File: src/rtl/spi_pkg.sv
package spi_pkg;

    localparam int FRAME_W = 8;
    localparam int HALF_W  = 7;

    typedef enum logic [1:0] {
        A_CFG  = 2'd0,
        A_STAT = 2'd1,
        A_DATA = 2'd2,
        A_NONE = 2'd3
    } reg_addr_e;

    typedef struct packed {
        logic       mstr;
        logic       cpol;
        logic       cpha;
        logic [1:0] rate;
    } cfg_t;

    // half SCK period in system cycles for a rate code and double-speed bit
    function automatic logic [HALF_W-1:0] half_cycles(input logic [1:0] rate, input logic dbl);
        int e;
        case (rate)
            2'd0:    e = 1;
            2'd1:    e = 3;
            2'd2:    e = 5;
            default: e = 6;
        endcase
        if (dbl) e = e - 1;
        return HALF_W'(1) << e;
    endfunction

endpackage

File: src/rtl/spi_clkgen.sv
module spi_clkgen #(
    parameter int HW = 7
) (
    input  logic          clk,
    input  logic          rst,
    input  logic          run,
    input  logic [HW-1:0] half,
    output logic          tick
);
    logic [HW-1:0] cnt_q;

    assign tick = run && (cnt_q == half - HW'(1));

    always_ff @(posedge clk) begin
        if (rst || !run) cnt_q <= '0;
        else if (tick)   cnt_q <= '0;
        else             cnt_q <= cnt_q + HW'(1);
    end
endmodule

File: src/rtl/spi_slave_front.sv
module spi_slave_front #(
    parameter int STAGES = 2
) (
    input  logic clk,
    input  logic rst,
    input  logic sck_i,
    input  logic mosi_i,
    input  logic ss_n_i,
    output logic sck_edge,
    output logic mosi_s,
    output logic ss_n_s
);
    logic [STAGES-1:0] sck_p, mosi_p, ss_p;
    logic              sck_d;

    always_ff @(posedge clk) begin
        if (rst) begin
            sck_p  <= '0;
            mosi_p <= '0;
            ss_p   <= '1;
            sck_d  <= 1'b0;
        end else begin
            sck_p  <= {sck_p[STAGES-2:0], sck_i};
            mosi_p <= {mosi_p[STAGES-2:0], mosi_i};
            ss_p   <= {ss_p[STAGES-2:0], ss_n_i};
            sck_d  <= sck_p[STAGES-1];
        end
    end

    assign sck_edge = sck_p[STAGES-1] ^ sck_d;
    assign mosi_s   = mosi_p[STAGES-1];
    assign ss_n_s   = ss_p[STAGES-1];
endmodule

File: src/rtl/spi_shifter.sv
module spi_shifter #(
    parameter int W = 8
) (
    input  logic         clk,
    input  logic         rst,
    input  logic         clr,
    input  logic         load,
    input  logic [W-1:0] load_data,
    input  logic         edge_evt,
    input  logic         cpha,
    input  logic         din,
    output logic         dout,
    output logic         active,
    output logic         done,
    output logic [W-1:0] rx_word
);
    localparam int CW   = $clog2(2 * W);
    localparam int LAST = 2 * W - 1;

    logic [W-1:0]  tx_q, rx_q;
    logic [CW-1:0] cnt_q;
    logic          lead, smp, setup;

    // even edge counts are leading edges
    assign lead    = !cnt_q[0];
    assign smp     = edge_evt && (lead ^ cpha);
    assign setup   = edge_evt && !(lead ^ cpha);
    assign done    = edge_evt && (cnt_q == CW'(LAST)) && !clr;
    assign rx_word = smp ? {rx_q[W-2:0], din} : rx_q;
    assign dout    = tx_q[W-1];
    assign active  = cnt_q != '0;

    always_ff @(posedge clk) begin
        if (rst) begin
            tx_q  <= '0;
            rx_q  <= '0;
            cnt_q <= '0;
        end else begin
            if (clr) begin
                cnt_q <= '0;
            end else if (edge_evt) begin
                cnt_q <= done ? '0 : cnt_q + CW'(1);
                if (smp) rx_q <= {rx_q[W-2:0], din};
            end
            if (load)
                tx_q <= load_data;
            else if (setup && !clr && cnt_q != '0)
                tx_q <= {tx_q[W-2:0], 1'b0};
        end
    end
endmodule

File: src/rtl/spi_port.sv
module spi_port
    import spi_pkg::*;
(
    input  logic       clk,
    input  logic       rst,
    input  logic       bus_sel,
    input  logic       bus_wr,
    input  logic [1:0] bus_addr,
    input  logic [7:0] bus_wdata,
    output logic [7:0] bus_rdata,
    output logic       sck_o,
    output logic       sck_oe,
    input  logic       sck_i,
    output logic       mosi_o,
    output logic       mosi_oe,
    input  logic       mosi_i,
    output logic       miso_o,
    output logic       miso_oe,
    input  logic       miso_i,
    input  logic       ss_n_i
);
    cfg_t               cfg_q;
    logic               dbl_q, spif_q, wcol_q, armed_q, busy_m, sck_ph;
    logic [FRAME_W-1:0] rx_buf;
    logic               mstr_q, cpol;

    logic [HALF_W-1:0]  half;
    logic               tick, sck_edge, mosi_s, ss_n_s;
    logic               ss_lo, fault, slave_sel, edge_evt, clr, din;
    logic               sh_dout, sh_active, done;
    logic [FRAME_W-1:0] rx_word;
    logic               wr_cfg, wr_stat, wr_data, rd_stat, data_acc, ongoing, load, start;

    assign mstr_q = cfg_q.mstr;
    assign cpol   = cfg_q.cpol;
    assign half   = half_cycles(cfg_q.rate, dbl_q);

    assign wr_cfg   = bus_sel && bus_wr  && bus_addr == A_CFG;
    assign wr_stat  = bus_sel && bus_wr  && bus_addr == A_STAT;
    assign wr_data  = bus_sel && bus_wr  && bus_addr == A_DATA;
    assign rd_stat  = bus_sel && !bus_wr && bus_addr == A_STAT;
    assign data_acc = bus_sel && bus_addr == A_DATA;

    assign ss_lo     = !ss_n_s;
    assign fault     = mstr_q && ss_lo;
    assign slave_sel = !mstr_q && ss_lo;
    assign ongoing   = busy_m || sh_active;
    assign load      = wr_data && !ongoing;
    assign start     = load && mstr_q && !fault;
    assign edge_evt  = mstr_q ? (busy_m && tick && !fault) : (slave_sel && sck_edge);
    assign clr       = mstr_q ? fault : !slave_sel;
    assign din       = mstr_q ? miso_i : mosi_s;

    spi_clkgen #(.HW(HALF_W)) u_clkgen (
        .clk  (clk),
        .rst  (rst),
        .run  (busy_m),
        .half (half),
        .tick (tick)
    );

    spi_slave_front #(.STAGES(2)) u_front (
        .clk      (clk),
        .rst      (rst),
        .sck_i    (sck_i),
        .mosi_i   (mosi_i),
        .ss_n_i   (ss_n_i),
        .sck_edge (sck_edge),
        .mosi_s   (mosi_s),
        .ss_n_s   (ss_n_s)
    );

    spi_shifter #(.W(FRAME_W)) u_shift (
        .clk       (clk),
        .rst       (rst),
        .clr       (clr),
        .load      (load),
        .load_data (bus_wdata),
        .edge_evt  (edge_evt),
        .cpha      (cfg_q.cpha),
        .din       (din),
        .dout      (sh_dout),
        .active    (sh_active),
        .done      (done),
        .rx_word   (rx_word)
    );

    always_ff @(posedge clk) begin
        if (rst) begin
            cfg_q   <= '0;
            dbl_q   <= 1'b0;
            spif_q  <= 1'b0;
            wcol_q  <= 1'b0;
            armed_q <= 1'b0;
            busy_m  <= 1'b0;
            sck_ph  <= 1'b0;
            rx_buf  <= '0;
        end else begin
            if (wr_cfg) cfg_q <= cfg_t'(bus_wdata[4:0]);
            if (fault)  cfg_q.mstr <= 1'b0;
            if (wr_stat) dbl_q <= bus_wdata[0];

            if (fault || !mstr_q) busy_m <= 1'b0;
            else if (start)       busy_m <= 1'b1;
            else if (done)        busy_m <= 1'b0;

            if (fault || !mstr_q) sck_ph <= 1'b0;
            else if (edge_evt)    sck_ph <= !sck_ph;

            if (done) rx_buf <= rx_word;

            if (data_acc)                   armed_q <= 1'b0;
            else if (rd_stat && (spif_q || wcol_q)) armed_q <= 1'b1;

            if (done || fault)             spif_q <= 1'b1;
            else if (armed_q && data_acc)  spif_q <= 1'b0;

            if (wr_data && ongoing)        wcol_q <= 1'b1;
            else if (armed_q && data_acc)  wcol_q <= 1'b0;
        end
    end

    always_comb begin
        case (bus_addr)
            A_CFG:   bus_rdata = {3'b000, cfg_q};
            A_STAT:  bus_rdata = {spif_q, wcol_q, 5'b00000, dbl_q};
            A_DATA:  bus_rdata = rx_buf;
            default: bus_rdata = 8'h00;
        endcase
    end

    assign sck_o   = sck_ph ^ cpol;
    assign sck_oe  = mstr_q;
    assign mosi_o  = sh_dout;
    assign mosi_oe = mstr_q;
    assign miso_o  = sh_dout;
    assign miso_oe = slave_sel;
endmodule

File: config.mk
export PLATFORM = sky130hd
export DESIGN_NAME = spi_port
export DESIGN_NICKNAME = d
export VERILOG_FILES = /design/src/rtl/spi_pkg.sv /design/src/rtl/spi_clkgen.sv /design/src/rtl/spi_slave_front.sv /design/src/rtl/spi_shifter.sv /design/src/rtl/spi_port.sv
export SDC_FILE = /design/constraint.sdc
export NUM_CORES = 1
export LEC_CHECK = 0
export ABC_AREA = 1
export BUFFER_PORTS_ARGS = -buffer_cell sky130_fd_sc_hd__clkbuf_2
export CAP_MARGIN = 20
export CORE_MARGIN = 3
export CORE_UTILIZATION = 45
export DETAILED_ROUTE_END_ITERATION = 16
export SYNTH_ARGS = -nofsm -noshare
export SYNTH_HDL_FRONTEND = slang
export SYNTH_SLANG_ARGS = --single-unit
File: constraint.sdc
create_clock -name clk -period 1.85 [get_ports clk]
set_input_delay 0.2775 -clock clk [delete_from_list [all_inputs] [get_ports clk]]
set_output_delay 0.2775 -clock clk [all_outputs]
set_load 0.05 [all_outputs]
# [Word level (Yosys, flattened, before mapping)]
# Cells that the tools add are included.
# W data, S select, Z words.
[totals] regBits=53 out_inout_bits=14 input_bits=18
[classes] n_shift=1 bitwise_logic=4 n_eq_ne=6 reduce_logical=54 n_mux=15 addsub=4
[ops] cell="$mux W32" count=1
[ops] cell="$shl A1 B32 Y7 const A" count=1
[ops] cell="$sub A32 B2 Y32 const B" count=1
[ops] cell="$logic_and A1 B1 Y1" count=25
[ops] cell="$mux W8" count=3
[ops] cell="$pmux W8 S3" count=1
[ops] cell="$logic_not A1 Y1" count=11
[ops] cell="$reduce_or A2 Y1" count=5
[ops] cell="$pmux W3 S3" count=1
[ops] cell="$mux W1" count=8
[ops] cell="$reduce_bool A2 Y1" count=4
[ops] cell="$add A7 B1 Y7 const B" count=1
[ops] cell="$eq A7 B7 Y1" count=1
[ops] cell="$sub A7 B1 Y7 const B" count=1
[ops] cell="$logic_or A1 B1 Y1" count=5
[ops] cell="$add A4 B1 Y4 const B" count=1
[ops] cell="$eq A2 B1 Y1 const B" count=2
[ops] cell="$eq A2 B2 Y1 const B" count=2
[ops] cell="$eq A4 B4 Y1 const B" count=1
[ops] cell="$logic_not A2 Y1" count=2
[ops] cell="$mux W4" count=1
[ops] cell="$reduce_bool A4 Y1" count=1
[ops] cell="$xor A1 B1 Y1" count=3
[ops] cell="$reduce_and A2 Y1" count=1
[ops] cell="$not A1 Y1" count=1

# [Depth between registers and ports, before layout]
# Gate-level depths: netlist (run 1).
[depth] word_depth=16 depth_mapped=15 ltp_nobuf=14

# [Hierarchy]
# From an unflattened synthesis (run 1), not the netlist that was laid out.
[unflattened] hier_cells=439 area_unflattened_um2=2840.2
[by_module_without_submodules] module="spi_shifter" instances=1 area_each_um2=1067.3 cells_per_inst=167
[by_module_without_submodules] module="spi_port" instances=1 area_each_um2=1017.2 cells_per_inst=152
[by_module_without_submodules] module="spi_clkgen" instances=1 area_each_um2=550.5 cells_per_inst=97
[by_module_without_submodules] module="spi_slave_front" instances=1 area_each_um2=205.2 cells_per_inst=23

# [Worst setup path before layout (run 1)]
# OpenSTA, ideal clock, no wires.
[synth_timing] kind="flip-flop to flip-flop" start="reg cfg_q, in the netlist mosi_oe" end="reg u_shift.rx_q[6]" arrival_ns=2.270 t_required_ns=1.741 slack_ns=-0.529 setup_time_ns=0.109 path_stages_with_launch=14 cell_sequence="dfxtp_1 inv_1 ha_1 nand2_1 a21oi_1 o21ai_0 nand2_4 nand2_4 clkinv_2 buf_6 nor2_1 nor2_1 nand2_1 inv_1"
[synth_between] elab_chain_len=6 elab_cells_between_ends=13
[synth_lines] item="from (decl)" line="spi_port.sv:22" source="cfg_t cfg_q;"
[synth_lines] item="from (signal assigned)" line="spi_port.sv:99" source="if (wr_cfg) cfg_q <= cfg_t'(bus_wdata[4:0]);"
[synth_lines] item="$logic_not A1 Y1 (*)" line="spi_port.sv:46" source="assign slave_sel = !mstr_q && ss_lo;"
[synth_lines] item="$logic_and A1 B1 Y1 (*)" line="spi_port.sv:46"
[synth_lines] item="net miso_oe" line="spi_port.sv:18" source="output logic miso_oe,"
[synth_lines] item="$logic_and A1 B1 Y1 / $logic_not A1 Y1 (equally long branches)" line="spi_port.sv:50, spi_port.sv:51"
[synth_lines] item="$mux W1 (on tied branches)" line="spi_port.sv:50, spi_port.sv:51"
[synth_lines] item="$logic_and A1 B1 Y1 / $not A1 Y1 (equally long branches)"
[synth_lines] item="$mux W8 / $reduce_and A2 Y1 (equally long branches)"
[synth_lines] item="to (signal assigned)" line="spi_shifter.sv:43" source="if (smp) rx_q <= {rx_q[W-2:0], din};"
[synth_lines] item="to (decl)" line="spi_shifter.sv:20" source="logic [W-1:0] tx_q, rx_q;"
# The timed path passes the listed nets; every way through them passes the cells marked *.
# A chain may end at the register's enable or synchronous reset.

# [Worst setup path after layout (run 1)]
[layout_timing] start="reg cfg_q, in the netlist mosi_oe" end="out bus_rdata[4]"
[layout_between] elab_chain_len=1
[layout_lines] item="$pmux W8 S3" line="spi_port.sv:124" source="case (bus_addr)"
[layout_lines] item="to (decl)" line="spi_port.sv:10" source="output logic [7:0] bus_rdata,"
# Every way passes these cells.

==> reports/qor.yml, run 1 <==
multiInputGateArea_sq_um: 1350
grt-busiest-layer: "met2"
use_met3_pct: 3.58
critPathMaxFanout: 6
via_per_inst: 4.71
clock_latency_ns: 0.31
synthTopCellsByCount: "nand2_1, nor2_1, dfxtp_1, inv_1, nand3_1"
hp-class: "in2reg"
firstDrtPassIters: 4
synth-xor-area-share_pct: 2.00
cts.sinks: 53
start_util_pct: 47.1
power_leakage_nw: 1.45
grtUsageTotal_pct: 18.5
slew_viol_final: 0
rsz0062_at_grt: "false"
synth_mux_area_share_pct: 1.90
tightestPinTransition_ns: 0.391
area_growth_pct: 18.3
synth_top_area_share_pct: 40.4
start_kind: "register"
vias: 2399
drtAntennaViolNets: 0
setup_tns_ns: 0
synth_compound_area_share_pct: 8.19
synthAdderAreaFrac_pct: 2.86
grtUsageMet1_pct: 23.9
numCtsBuffers: 5
antenna_cells: 0
die_h_microns: 82.4
grt_overflow_total: 0
ys_ff_latch: 53
synthFlopType: "dfxtp_1"
max_freq_ghz: 0.585
cts-root-buf: "clkbuf_8"
wirelength_microns: 5770
netlist_area_sq_um: 2630
path_clk_slew_ns: 0.09
register_area_sq_um: 1080
synth-simple-area-share_pct: 35.3
final-setup-viol-count: 0
rows: 27
reg2reg_depth: 11
dr.first_iter.drc_count: 129
numPortBuffers: 31
period_minus_slack_ns: 1.71
hold_buffers: 0
synth_area_leaders: "dfxtp_1, nand2_1, nor2_1"
drive_gt1_share_pct: 18.5
layout.nets: 460
grt_max_degree: 20
power_density_nw_per_um2: 645
ys_async_sr_fraction_pct: 0
core_sq_um: 5570
irDropWorstVdd_v: 0.000326
dpl.cell_count: 498
holdWs_ns: 0.146
die_area_sq_um: 6790
wl_per_cell_microns: 11.3
synthCells: 388
fillCellCount: 558
crit_required_ns: 1.57
slew-limit-headroom_pct: 73.9
stdcell_count: 509
synth_area_leader_cell: "dfxtp_1"
die_x_microns: 82.4
finalHoldViolations: 0
finalCritPeriodShare_pct: 92.3
crit_type: "reg2out"
drc: 0
cap_viol_max_count: 0
place_congestion: 0.823
holdPathStages: 2
ios: 32
yosysSeqAreaShare_pct: 40.4
synth_top_family_by_area: "simple AND/OR/NAND/NOR gates"
setup.worst_path.end_class: "output pin"
htree_levels: 2
syn_nets: 412
cts_tree: "built"
status: "finished, final reports clean"
yosys_warnings: 0
grt_pass1_vias: 2160
fin_worst_skew_ns: 0.00483
synth_edf_count: 0
synth_cell_types: 33
met2_usage_pct: 30.8
clk_path_buf_depth: 2
cp.arrival_ns: 1.43
synth_most_common_cell: "nand2_1"
grt_pass1_wl_microns: 9700
utilization_pct: 55.8
postSynthAreaPerCell_sq_um: 6.77
dp_hpwl_microns: 4340
antenna_found_initial: 0
layout by cell type (no fill, tap or decap), drive strengths merged:
cell,n
clkbuf,39
mux2i,5
inv,47
o221ai,1
ha,6
nand3b,1
a211oi,1
o22ai,2
o21a,1
xor2,4
a21oi,17
xnor2,2
nor2,80
o21ai,17
nand2,102
nor3,3
nand3,31
a2111oi,1
buf,20
dfxtp,53
clkinv,1
or2,3
metrics by stage:
stage          area, sq um  setup slack [ns]  power [mW]
2_1_floorplan         2640            -0.118        1.30
3_3_place_gp          2950           0.00768        1.36
3_5_place_dp          2950            0.0109        1.36
4_1_cts               3050           0.00135        2.03
5_1_grt               3110           0.00385        2.09
6_report              3110             0.142        2.01
sequential cells by signal, summed over array words and instances, names as in the netlist:
register / cells
rx_buf: 8
u_front.sck_p: 2
wcol_q: 1
u_shift.rx_q: 8
busy_m: 1
cpol: 1
u_front.sck_d: 1
u_shift.cnt_q: 4
armed_q: 1
u_front.mosi_p: 2
u_shift.tx_q: 8
spif_q: 1
sck_ph: 1
u_clkgen.cnt_q: 7
u_front.ss_p: 2
mosi_oe: 1
dbl_q: 1
cfg_q: 3
report_power, final:
group	switching, mW	leakage [nW]	total, mW	internal [mW]
Clock	0.368	0.0455	0.674	0.306
Sequential	0.00976	0.433	1.16	1.15
Combinational	0.110	0.972	0.168	0.0575
Total	0.488	1.45	2.01	1.52
layout make-up:
class | count | share of cell area (%)
clock buffer | 8 | 2.90
multi-input combinational | 277 | 43.4
timing repair buffer | 51 | 10.2
inverter | 48 | 5.96
tap | 72 | 2.90
sequential | 53 | 34.6
routing by layer:
metal  routed length [microns]  up-vias  part of all wire [%]
li1                          -     1299                     -
met1                      2820     1049                    49
met2                      2630       43                    45
met3                       242        8                   4.2
met4                        85        0                   1.5
met5                         0        -                     0
cells by family after synthesis:
| family | Yosys count |
|---|---|
| simple gates | 220 |
| buf+inv | 58 |
| flops | 53 |
| compound gates | 40 |
| xor+xnor | 6 |
| fa+ha+maj | 6 |
| mux | 5 |
critical path, stage by stage (launching register included):
cell	delay, ns
dfxtp_4	0.38
inv_1	0.08
buf_4	0.16
o22ai_1	0.19
clkbuf_2	0.31
path summary, 6_finish.rpt:
path	startpoint	endpoint	slack, ns
setup / recovery	mosi_oe	bus_rdata[4]	0.14
hold reg to reg	u_front.sck_p[0]	u_front.sck_p[1]	0.40
hold / removal	ss_n_i	u_front.ss_p[0]	0.15
setup reg to reg	u_shift.cnt_q[1]	u_shift.tx_q[5]	0.16
timing repair:
item	4_1_cts	5_1_grt
buffers inserted	0	3
endpoints found under the setup margin	3	24
gates resized for setup	1	18
hold endpoints to repair	0	0
pin swaps	0	1
Power figures use the tool's default switching activity.
==> run 2, diff against run 1 <==
Settings changed: CORE_UTILIZATION 45 to 30.
Clock period 1.85 ns to 2.2 ns, I/O delays scaled along.
==> run 2 against run 1 <==
Compared with the run above:
- total power down 14%
- non-clock buffer count down 9
- cell count up 4.7%
==> reports/qor.yml, run 2 (synthesized netlist as in run 1, its figures left out) <==
cpPeakStageDelay_ns: 0.37
drtAntennaViolNets: 0
path_clk_slew_ns: 0.10
critPathSlowestCell: "dfxtp_2"
dp_hpwl_microns: 4330
die_h_microns: 99.6
dpl.cell_count: 518
cp.buffers_inverters: 1
grt_max_degree: 25
dr.first_iter.drc_count: 144
antenna_cells: 0
final_common_cell: "nand2_1"
utilization_pct: 36.6
wl_per_cell_microns: 10.8
stdcell_count: 533
ios: 32
numPortBuffers: 31
placed_cell_area_sq_um: 2890
irDropWorstVdd_v: 0.000222
slew_viol_final: 0
fin_worst_skew_ns: 0.00807
antenna_found_initial: 0
place_congestion: 0.768
max_freq_ghz: 0.509
area_growth_pct: 16.0
finalCritPeriodShare_pct: 89.3
rows: 33
crit_type: "reg2reg"
start_kind: "register"
cp.arrival_ns: 2.17
status: "finished, final reports clean"
setup_ws_ns: 0.236
crit_chain: "inv_1 > ha_1 > nand2_1 > a21oi_1 > o21ai_0 > nand2_4 > nand3_2 > nand2_2 > nand2_1 > nand2_1 > nor2_1"
top_regs: "rx_buf: 8 flops, u_shift.rx_q: 8 flops, u_shift.tx_q: 8 flops"
cts.sinks: 53
power_density_nw_per_um2: 568
numCtsBuffers: 5
firstDrtPassIters: 4
holdWs_ns: 0.190
core_sq_um: 8340
die_area_sq_um: 9920
htree_levels: 2
grt_pass1_vias: 2123
finalHoldViolations: 0
setup.worst_path.end_class: "register"
period_minus_slack_ns: 1.96
path_delay_family: "simple AND/OR/NAND/NOR gates"
critPathMaxFanout: 12
grt_overflow_total: 0
vias: 2366
cts-root-buf: "clkbuf_8"
rsz0062_at_grt: "false"
power_leakage_nw: 1.41
setup_tns_ns: 0
finalPower_mw: 1.73
via_per_inst: 4.44
drc: 0
grt_pass1_wl_microns: 9650
design_area_sq_um: 3050
clk_path_buf_depth: 2
cts_tree: "built"
slew-limit-headroom_pct: 48.8
wirelength_microns: 5780
drive_gt1_share_pct: 15.0
cap_viol_max_count: 0
grtUsageTotal_pct: 12.1
die_x_microns: 99.6
crit_required_ns: 2.41
place_ws_ns: 0.181
clock_latency_ns: 0.31
tightestPinTransition_ns: 0.763
start_util_pct: 31.5
hp-class: "in2reg"
final_cell_mix: "nand2_1, nor2_1, dfxtp_1"
layout.nets: 451
final-setup-viol-count: 0
cpMostUsedCell: "nand2_1"
## run 2: cell type report
type,instances,area (sq um)
well taps,105,131
clock inverters,1,5.00
repair buffers,42,250
multi-input cells,277,1320
flip-flops and latches,53,1060
fillers,924,5290
clock buffers,7,96.3
inverters,48,181
## run 2: path summary, 6_finish.rpt
path | startpoint | to | slack (ns) | depth (start not counted)
setup / recovery | mosi_oe | u_shift.tx_q[6] | 0.24 | 11
hold / removal | ss_n_i | u_front.ss_p[0] | 0.19 | 2
setup reg to reg | mosi_oe | u_shift.tx_q[6] | 0.24 | 11
hold reg to reg | u_front.sck_p[0] | u_front.sck_p[1] | 0.41 | 2
## run 2: worst reg2reg max path: cells and delay by family, from the launching register on
| family | cells | cell delay, ns |
|---|---|---|
| adder cells (fa/ha/maj) | 1 | 0.23 |
| AND/OR/NAND/NOR | 7 | 0.80 |
| flip-flops | 1 | 0.37 |
| buffers and inverters | 1 | 0.19 |
| AO/OA/AOI/OAI | 2 | 0.27 |
## run 2: where the power goes
part	total [mW]	switching, mW	internal (mW)	leakage [nW]
combinational	0.136	0.0904	0.0454	0.927
clock	0.613	0.327	0.285	0.0542
sequential	0.982	0.00838	0.974	0.430
## run 2: repair_timing
action,4_1_cts,5_1_grt
endpoints found under the setup margin,0,23
hold buffers,0,0
buffers inserted,0,7
hold endpoints to repair,0,0
gates resized for setup,0,1
## run 2: per-layer routing
layer | vias to the layer above | global-route usage, % | share of wire, %
li1 | 1280 | - | -
met1 | 1021 | 15.9 | 50
met2 | 53 | 18.9 | 43
met3 | 12 | 2.66 | 3.9
met4 | 0 | 5.99 | 3.4
met5 | - | 0 | 0
==> run 3, diff against run 2 <==
Settings changed: RECOVER_POWER set to 100.
==> run 3 against run 2 <==
Compared with the run above:
- clock power is essentially flat
- flip-flop and latch count unchanged
- sequential power is essentially flat
- via count down 0.13%
==> reports/qor.yml, run 3 (synthesized netlist as in run 1, its figures left out) <==
stdcell_count: 533
cts-root-buf: "clkbuf_8"
setup_tns_ns: 0
path_clk_slew_ns: 0.10
power.switching_mw: 0.425
cpPeakStageDelay_ns: 0.48
dpl.cell_count: 518
ios: 32
die_h_microns: 99.6
start_kind: "input port"
final-setup-viol-count: 0
intPower_mw: 1.30
hp-class: "in2reg"
grt_overflow_total: 0
slew-limit-headroom_pct: 48.6
finalHoldViolations: 0
drive_gt1_share_pct: 11.0
rows: 33
cpMostUsedCell: "clkbuf_1"
drtAntennaViolNets: 0
crit_chain: "clkbuf_1 > inv_1 > nor2_1 > inv_1 > clkbuf_1 > o21ai_0 > clkbuf_1"
hold_buffers: 0
area_growth_pct: 14.7
clkPwrFrac_pct: 35.5
cp.arrival_ns: 1.65
numCtsBuffers: 5
grt_pass1_vias: 2123
wl_per_cell_microns: 10.9
place_congestion: 0.768
die_x_microns: 99.6
firstDrtPassIters: 4
status: "finished, final reports clean"
antenna_cells: 0
clk_path_buf_depth: 2
fin_worst_skew_ns: 0.00916
final_common_cell: "nand2_1"
via_per_inst: 4.43
fillCellCount: 936
start_util_pct: 31.5
setup.worst_path.end_class: "output pin"
grt_max_degree: 25
power_density_nw_per_um2: 573
tightestPinTransition_ns: 0.766
core_sq_um: 8340
switching_share_pct: 24.6
grtUsageTotal_pct: 12.1
top_regs: "rx_buf: 8 flops, u_shift.rx_q: 8 flops, u_shift.tx_q: 8 flops"
htree_levels: 2
finalPower_mw: 1.73
crit_required_ns: 1.87
r2r-start: "mosi_oe"
dp_hpwl_microns: 4330
clock_latency_ns: 0.31
dr.first_iter.drc_count: 137
die_area_sq_um: 9920
grt_pass1_wl_microns: 9650
drc: 0
cts.sinks: 53
p_comb_share_pct: 7.6
cts_tree: "built"
regToRegSetupSlack_ns: 0.23
cap_viol_max_count: 0
antenna_found_initial: 0
slew_viol_final: 0
power_leakage_nw: 1.35
worstHoldStart: "ss_n_i"
critPathLaunch: "bus_addr[1]"
rsz0062_at_grt: "false"
critPathMaxFanout: 7
max_freq_ghz: 0.505
layout.nets: 451
seqPwrFrac_pct: 56.9
irDropWorstVdd_v: 0.000221
finalCritPeriodShare_pct: 90.0
period_minus_slack_ns: 1.98
critPathSlowestCell: "clkbuf_1"
crit_type: "in2out"
vias: 2363
numPortBuffers: 31
final_cell_mix: "nand2_1, nor2_1, dfxtp_1"
wirelength_microns: 5810
-- run 3: changes by cell type in the layout (fill, tap and decap cells not counted), sizes merged --
cell and delta:
clkinv -1, inv +1, buf -2, clkbuf +2
-- run 3: area by class of cell --
class	instances	area, sq um	area share (%)
clock inverter	1	5.00	0.166
tap	105	131	4.36
multi-input combinational	277	1310	43.5
inverter	48	180	5.98
timing repair buffer	42	226	7.51
sequential	53	1060	35.2
clock buffer	7	96.3	3.20
-- run 3: timing repair --
action                                  in CTS  in global routing
buffers inserted                             0                  7
endpoints found under the setup margin       0                 23
resized for setup                            0                  1
-- run 3: through the flow --
| step | setup slack [ns] | hold slack, ns | utilization (%) | instance area, sq um |
|---|---|---|---|---|
| 6_report | 0.220 | 0.191 | 36.1 | 3010 |
| 5_1_grt | 0.0192 | 0.194 | 36.1 | 3010 |
| 4_1_cts | 0.154 | 0.187 | 35.9 | 2990 |
| 3_5_place_dp | 0.181 | 0.393 | 34.7 | 2890 |
| 3_3_place_gp | 0.146 | 0.389 | 34.7 | 2890 |
| 2_1_floorplan | 0.0614 | 0.388 | - | 2630 |
-- run 3: layer usage --
layer  vias to the layer above  global-route usage [%]  routed length, microns  part of all wire [%]
met5                         -                       0                       0                     0
met4                         0                    5.99                     187                   3.2
met3                        13                    2.66                     208                   3.6
met2                        44                    18.9                    2570                    44
met1                      1028                    15.9                    2850                    49
li1                       1278                       -                       -                     -
-- run 3: power by group through the flow --
stage	Combinational (mW)	Sequential (mW)	Clock [mW]
after global routing	0.149	0.984	0.671
after detailed placement	0.134	1.00	0
final	0.132	0.982	0.612
after CTS	0.135	0.982	0.632
after global placement	0.133	1.00	0
after floorplan	0.0861	1.01	0
-- run 3: path summary, 6_finish.rpt --
kind / end / cells past startpoint
setup reg to reg: u_shift.rx_q[1] / 11
hold / removal: u_front.ss_p[0] / 2
hold reg to reg: u_front.sck_p[1] / 2
setup / recovery: bus_rdata[3] / 7
-- run 3: worst max-delay path, delay by kind of cell --
kind,cells,cell delay [ns]
simple gates,1,0.18
compound gates,1,0.19
buf+inv,5,0.95
